<file path="src/rtl/ocref_pkg.sv">
package ocref_pkg;
   typedef enum logic [3:0] {
      OM_HOLD     = 4'd0,
      OM_SET_EQ   = 4'd1,
      OM_CLR_EQ   = 4'd2,
      OM_TGL_EQ   = 4'd3,
      OM_LOW      = 4'd4,
      OM_HIGH     = 4'd5,
      OM_PWM_A    = 4'd6,
      OM_PWM_B    = 4'd7,
      OM_PULSE_A  = 4'd8,
      OM_PULSE_B  = 4'd9,
      OM_RSV0     = 4'd10,
      OM_RSV1     = 4'd11,
      OM_PAIR_OR  = 4'd12,
      OM_PAIR_AND = 4'd13,
      OM_SKEW_A   = 4'd14,
      OM_SKEW_B   = 4'd15
   } oc_mode_e;

   function automatic logic is_pwm_b(input oc_mode_e m);
      return (m == OM_PWM_B) || (m == OM_PAIR_AND) || (m == OM_SKEW_B);
   endfunction
endpackage

</file>
<file path="src/rtl/ocref_cmp.sv">
module ocref_cmp #(
   parameter int CNT_W = 16
) (
   input  logic [CNT_W-1:0] cnt,
   input  logic [CNT_W-1:0] cmp_val,
   input  logic             cnt_down,
   output logic             eq,
   output logic             pwm_a
);
   logic lt, gt;
   always_comb begin
      eq    = (cnt == cmp_val);
      lt    = (cnt <  cmp_val);
      gt    = (cnt >  cmp_val);
      pwm_a = cnt_down ? !gt : lt;
   end
endmodule

</file>
<file path="src/rtl/ocref_opm.sv">
module ocref_opm (
   input  logic clk,
   input  logic rst,
   input  logic upd_pulse,
   input  logic trig_pulse,
   output logic armed_nxt,
   output logic armed
);
   always_comb begin
      if (upd_pulse)       armed_nxt = 1'b0;
      else if (trig_pulse) armed_nxt = 1'b1;
      else                 armed_nxt = armed;
   end

   always_ff @(posedge clk) begin
      if (rst) armed <= 1'b0;
      else     armed <= armed_nxt;
   end

   p_upd_disarms_r9: assert property (@(posedge clk) disable iff (rst)
      upd_pulse |=> !armed);
   p_trig_arms_r7: assert property (@(posedge clk) disable iff (rst)
      (trig_pulse && !upd_pulse) |=> armed);
endmodule

</file>
<file path="src/rtl/ocref_pair.sv">
module ocref_pair
   import ocref_pkg::*;
#(
   parameter bit HAS_PAIR = 1'b1
) (
   input  oc_mode_e mode,
   input  logic     cnt_down,
   input  logic     own_ref,
   input  logic     partner_ref,
   output logic     refc
);
   generate
      if (HAS_PAIR) begin : g_pair
         always_comb begin
            unique case (mode)
               OM_PAIR_OR:           refc = own_ref | partner_ref;
               OM_PAIR_AND:          refc = own_ref & partner_ref;
               OM_SKEW_A, OM_SKEW_B: refc = cnt_down ? partner_ref : own_ref;
               default:              refc = own_ref;
            endcase
         end
      end else begin : g_single
         logic unused_in;
         assign unused_in = cnt_down ^ partner_ref ^ (^mode);
         assign refc      = own_ref;
      end
   endgenerate
endmodule

</file>
<file path="src/rtl/ocref_gen.sv">
module ocref_gen
   import ocref_pkg::*;
#(
   parameter int CNT_W    = 16,
   parameter bit HAS_PAIR = 1'b1
) (
   input  logic             clk,
   input  logic             rst,
   input  logic [CNT_W-1:0] cnt,
   input  logic             cnt_down,
   input  logic             upd_pulse,
   input  logic             trig_pulse,
   input  logic [CNT_W-1:0] cmp_val,
   input  logic [3:0]       mode,
   input  logic             partner_ref,
   output logic             oc_ref,
   output logic             oc_refc
);
   localparam int MODE_W = $bits(oc_mode_e);

   generate
      if (CNT_W < 2 || CNT_W > 32) begin : g_bad_width
         $error("ocref_gen: CNT_W must lie in 2..32");
      end
      if (MODE_W != 4) begin : g_bad_mode
         $error("ocref_gen: mode code must be 4 bits");
      end
   endgenerate

   oc_mode_e m;
   logic     eq, pwm_a, pwm_lvl, idle_lvl;
   logic     armed_nxt, armed;
   logic     ref_q, ref_d;

   assign m = oc_mode_e'(mode);

   ocref_cmp #(.CNT_W(CNT_W)) u_cmp (
      .cnt      (cnt),
      .cmp_val  (cmp_val),
      .cnt_down (cnt_down),
      .eq       (eq),
      .pwm_a    (pwm_a)
   );

   ocref_opm u_opm (
      .clk        (clk),
      .rst        (rst),
      .upd_pulse  (upd_pulse),
      .trig_pulse (trig_pulse),
      .armed_nxt  (armed_nxt),
      .armed      (armed)
   );

   always_comb begin
      pwm_lvl  = is_pwm_b(m) ? !pwm_a : pwm_a;
      idle_lvl = (m == OM_PULSE_A) ? !cnt_down : cnt_down;
      unique case (m)
         OM_SET_EQ:  ref_d = eq ? 1'b1 : ref_q;
         OM_CLR_EQ:  ref_d = eq ? 1'b0 : ref_q;
         OM_TGL_EQ:  ref_d = eq ? !ref_q : ref_q;
         OM_LOW:     ref_d = 1'b0;
         OM_HIGH:    ref_d = 1'b1;
         OM_PWM_A, OM_PAIR_OR, OM_SKEW_A:  ref_d = pwm_a;
         OM_PWM_B, OM_PAIR_AND, OM_SKEW_B: ref_d = !pwm_a;
         OM_PULSE_A: ref_d = armed_nxt ? pwm_a  : idle_lvl;
         OM_PULSE_B: ref_d = armed_nxt ? !pwm_a : idle_lvl;
         default:    ref_d = ref_q;
      endcase
   end

   always_ff @(posedge clk) begin
      if (rst) ref_q <= 1'b0;
      else     ref_q <= ref_d;
   end

   assign oc_ref = ref_q;

   ocref_pair #(.HAS_PAIR(HAS_PAIR)) u_pair (
      .mode        (m),
      .cnt_down    (cnt_down),
      .own_ref     (ref_q),
      .partner_ref (partner_ref),
      .refc        (oc_refc)
   );

   p_reset_low_r1: assert property (@(posedge clk)
      rst |=> !oc_ref);
   p_hold_r2: assert property (@(posedge clk) disable iff (rst)
      (mode == 4'd0 || mode == 4'd10 || mode == 4'd11) |=> $stable(oc_ref));
   p_set_on_match_r3: assert property (@(posedge clk) disable iff (rst)
      (mode == 4'd1 && cnt == cmp_val) |=> oc_ref);
   p_force_low_r4: assert property (@(posedge clk) disable iff (rst)
      (mode == 4'd4) |=> !oc_ref);
   p_force_high_r4: assert property (@(posedge clk) disable iff (rst)
      (mode == 4'd5) |=> oc_ref);
   p_pwm_up_r5: assert property (@(posedge clk) disable iff (rst)
      (mode == 4'd6 && !cnt_down && cnt < cmp_val) |=> oc_ref);
   p_both_pulses_r9: assert property (@(posedge clk) disable iff (rst)
      (mode == 4'd8 && upd_pulse && trig_pulse) |=> (oc_ref == !$past(cnt_down)));
   p_and_pair_r10: assert property (@(posedge clk) disable iff (rst)
      (mode == 4'd13 && !partner_ref) |-> !oc_refc);
   p_plain_refc_r12: assert property (@(posedge clk) disable iff (rst)
      (mode < 4'd12) |-> (oc_refc == oc_ref));
endmodule

</file>
<file path="config.mk">
export PLATFORM = sky130hd
export DESIGN_NAME = ocref_gen
export DESIGN_NICKNAME = d
export VERILOG_FILES = /design/src/rtl/ocref_pkg.sv /design/src/rtl/ocref_cmp.sv /design/src/rtl/ocref_opm.sv /design/src/rtl/ocref_pair.sv /design/src/rtl/ocref_gen.sv
export SDC_FILE = /design/constraint.sdc
export NUM_CORES = 1
export LEC_CHECK = 0
export BUFFER_PORTS_ARGS = -buffer_cell sky130_fd_sc_hd__buf_2
export CAP_MARGIN = 20
export CORE_UTILIZATION = 41
export DETAILED_ROUTE_END_ITERATION = 7
export HOLD_SLACK_MARGIN = 0.12
export PLACE_DENSITY = 0.84
export RECOVER_POWER = 50
export SYNTH_ARGS = -nofsm -noshare
export SYNTH_HDL_FRONTEND = slang
export SYNTH_SLANG_ARGS = --single-unit
</file>
<file path="constraint.sdc">
create_clock -name clk -period 2.76 [get_ports clk]
set_input_delay 0.552 -clock clk [delete_from_list [all_inputs] [get_ports clk]]
set_output_delay 0.552 -clock clk [all_outputs]
set_load 0.02 [all_outputs]
</file>
# Word level (Yosys, flattened, before mapping)
# Cells that the tools add are included.
# Widths: inputs -> output; s select.
# totals
input_bits	42
regBits	2
wordCells	44
out_inout_bits	2
# classes
magnitude_cmp	2
muxes	12
reduce_logical	9
n_eq_ne	17
bitwise_logic	2
# op_table
operator	n
$eq 4x4->1 const B	6
$eq 16x16->1	1
$eq 4x3->1 const B	4
$gt 16x16->1	1
$lt 16x16->1	1
$mux 1	10
$pmux 1 s9	1
$reduce_bool 9->1	1
$eq 4x2->1 const B	2
$ne 2x2->1 const B	3
$reduce_or 3->1	2
$eq 4x1->1 const B	1
$logic_not 1->1	4
$reduce_and 4->1	1
$pmux 1 s3	1
$reduce_or 2->1	1
$and 1x1->1	1
$or 1x1->1	1

# Longest topological paths before layout
# depth
word_depth	6
ltp_mapped	9
depth_no_buf	9

# By module
# From an unflattened synthesis, not the netlist that was laid out.
# hier_totals
cells_unflattened	95
area_unflattened_um2	664.4
# modules_own_cells
mod	seq_area_each_um2	cells_per_inst	instances	area_each_um2
ocref_cmp	0.0	61	1	439.2
ocref_gen	20.0	22	1	141.4
ocref_pair	0.0	8	1	43.8
ocref_opm	20.0	4	1	40.0

# Worst setup path after synthesis
# No wires, ideal clock.
# synth_path
path_type	input port to output port
startpoint	in mode[0]
endpoint	out oc_refc
path_buffers	1
required_time_ns	2.208
arrival_time_ns	1.568
path_slack_ns	0.640
stages	2
cell_sequence	clkbuf_2 o311ai_0
# synth_via
elab_chain_cells	3
elab_cells_between_ends	6
cone_classes	eq/ne (4); mux (1); reduce/logical (1)
# synth_lines
item	line	source
start: declaration	ocref_gen.sv:14	input logic [3:0] mode,
$eq 4x4->1	ocref_pair.sv:15	unique case (mode)
$reduce_or 2->1	ocref_pair.sv:15	
$pmux 1 s3 (*)	ocref_pair.sv:15	
end: declaration	ocref_gen.sv:17	output logic oc_refc
# Every way passes the cells marked *; elsewhere a longest branch is shown, timed or not.

# Worst setup path in the final report
# layout_path
startpoint	in cmp_val[15]
endpoint	reg ref_q (netlist: oc_ref)
# layout_via
elab_chain_cells	6
elab_cells_between_ends	13
cone_classes	order compare (2); eq/ne (4); mux (4); reduce/logical (3)
# layout_lines
item	line	source
start: declaration	ocref_gen.sv:13	input logic [CNT_W-1:0] cmp_val,
$gt 16x16->1	ocref_cmp.sv:14	gt = (cnt > cmp_val);
$logic_not 1->1	ocref_cmp.sv:15	pwm_a = cnt_down ? !gt : lt;
$mux 1	ocref_cmp.sv:15	
$logic_not 1->1	ocref_gen.sv:64, ocref_gen.sv:66	
$mux 1	ocref_gen.sv:66	OM_PULSE_B: ref_d = armed_nxt ? !pwm_a : idle_lvl;
$pmux 1 s9	ocref_gen.sv:57	unique case (m)
end signal: assignment	ocref_gen.sv:73	else ref_q <= ref_d;
end: declaration	ocref_gen.sv:33	logic ref_q, ref_d;
# Several ways; a longest one is shown, not always the timed one.
# A chain may end at the register's enable or synchronous reset.

==> results_dict.tcl <==
set metrics [dict create \
    ys.flop_type "dfxtp_1" \
    fillerInstances 144 \
    r2r_setup_slack_ns 1.33 \
    min_path_type "primary input to flip-flop" \
    synthMostInstantiatedCell "inv_1" \
    finalSetupViolations 0 \
    pin_count 44 \
    ys_async_sr_fraction_pct 0 \
    yosysSeqAreaShare_pct 5.96 \
    syn_inst 92 \
    status "finished, final reports clean" \
    die_w_um 42.5 \
    clkTransAtPathRegs_ns 0.03 \
    synth_xor_area_share_pct 1.30 \
    fin_nets 197 \
    grt_setup_unrepaired "no" \
    clock_latency_ns 0.23 \
    period_minus_slack_ns 2.16 \
    hold_violations 0 \
    dp_hpwl_mm 1.57 \
    yosysWarnings 0 \
    cts_resized 0 \
    powerDensity_nw_per_um2 247 \
    grt_pass1_wl_mm 2.98 \
    max_cap_viol_count 0 \
    drc_errors 0 \
    fmax_mhz 463 \
    tightest_slew_ns 0.325 \
    ir_worst_vdd_v 0.000216 \
    synth_top_area_share_pct 29.8 \
    synth_top_cell_by_area "ha_1" \
    holdBufCountCts 0 \
    cts_tree "built" \
    max_slew_margin_pct 78.2 \
    antenna_found_initial 0 \
    firstDrtPassIters 4 \
    cts.htree.levels 1 \
    wl_mm 1.82 \
    critPathArrivalTime_ns 2.26 \
    pre_cts_slack_ns 0.378 \
    wl_per_cell_um 11.9 \
    synth_edf_count 0 \
    slew_viol_final 0 \
    synth_area_leaders "ha_1 (30%), inv_1 (11%), a21oi_1 (6.0%)" \
    start_kind "primary input" \
    numPortBuffers 43 \
    syn-num-nets 150 \
    drt_iter0_markers 21 \
    grt.total_usage_pct 21.4 \
    cts-buffers-inserted 3 \
    cts.sinks 2 \
    antenna_left 0 \
    rows 14 \
    gr-total-overflow 0 \
    die_area_um2 1800 \
    grt_max_degree 9 \
    cts_setup_buffers 0 \
    synth-adder-area-share_pct 29.8 \
    end_kind "flip-flop" \
    netlist_top_cells_count "inv_1 (19), ha_1 (16), a21oi_1 (8), nand2_1 (8), nor2_1 (7)" \
    via_per_inst 5.45 \
    clk_path_buf_depth 2 \
    syn_to_final_growth_pct 37.4 \
    synth-simple-area-share_pct 20.5 \
    netlist_area_um2 672 \
    finalWorstSetupSlack_ns 0.601 \
    seq_area_um2 40.0 \
    ys_seq_elements 2 \
    start_util_pct 44.1 \
    critical_path_class "primary input to flip-flop" \
    multi_input_area_um2 556 \
    syn-mean-instance-area_um2 7.30 \
    drive_gt1_share_pct 38.0 \
    die_y_um 42.5 \
    n_antenna_cell 0 \
    post-route-period-util_pct 78.2 \
    required_ns 2.86 \
    synthMuxAreaShare_pct 0 \
    synth_top_family_by_area "compound AO/OA/AOI/OAI gates" \
    synth-compound-area-share_pct 31.1 \
    clockRootBuffer "clkbuf_4" \
    crit_fanout 3 \
    synth_cell_types 29 \
    gp_congestion 0.859 \
    grt_pass1_vias 785 \
    hold-worst-slack_ns 0.506 \
    tns_ns 0 \
    core_um2 1520 \
    p_leak_uw 0.000519 \
    num_vias 834 \
    skew_ns 0.00365 \
]
[power by group]
part / leakage, uW / internal [uW] / switching, uW / total [uW]
Combinational: 0.000489 / 62.8 / 66.4 / 129
Sequential: 0.0000165 / 31.4 / 2.28 / 33.6
Clock: 0.0000138 / 48.0 / 17.6 / 65.6
Total: 0.000519 / 142 / 86.3 / 228
[per-stage QoR]
step	utilization, %	std cells	instance area, um^2	power (uW)
6_report	60.6	153	923	228
4_1_cts	60.7	153	925	231
3_3_place_gp	59.2	150	902	155
2_1_floorplan	-	92	672	110
5_1_grt	60.6	153	923	250
3_5_place_dp	59.2	150	902	162
[registers in the layout, indices dropped and copies added, names as in the netlist]
register	count
oc_ref	1
u_opm.armed	1
[final timing paths]
check,endpoint,startpoint,cells after the start
min reg2reg,u_opm.armed,u_opm.armed,2
max,oc_ref,cmp_val[15],10
min,oc_ref,rst,2
max reg2reg,oc_ref,u_opm.armed,7
[routing by layer]
metal  share of wire [%]  track usage, %  vias to the layer above
met2                  55            41.5                       41
li1                    -               -                      425
met4                   0            5.00                        0
met5                   0               0                        -
met3                 6.2            6.03                        0
met1                  38            22.2                      368
[area by class of cell]
class | instances | share of cell area, %
Multi-Input combinational cell | 70 | 60.2
Timing Repair Buffer | 43 | 23.2
Inverter | 19 | 7.72
Sequential cell | 2 | 4.34
Clock buffer | 3 | 2.44
Tap cell | 16 | 2.17
[logic make-up after synthesis]
family	count (synthesis)
buffers and inverters	20
XOR/XNOR	1
adder cells (fa/ha/maj)	16
AND/OR/NAND/NOR	26
flip-flops	2
AO/OA/AOI/OAI	27
[worst max-delay path, cell delays in order]
cell and delay [ns]:
buf_2 0.08, inv_1 0.03, ha_1 0.29, nand4_2 0.16, nor4_2 0.40, and2b_1 0.21, nand2_1 0.06, a31oi_1 0.22
a2bb2oi_2 0.18, a221oi_2 0.08
[cell usage in the layout (no fill, tap or decap), drive strengths merged, types with 2 or more instances in the layout]
| master | n |
|---|---|
| dfxtp | 2 |
| clkbuf | 4 |
| o21ai | 4 |
| nor2 | 7 |
| nor2b | 2 |
| a31oi | 2 |
| nand4 | 5 |
| buf | 42 |
| nand2 | 8 |
| a21oi | 8 |
| ha | 16 |
| inv | 19 |
| o211ai | 3 |
Power figures use the tool's default switching activity.
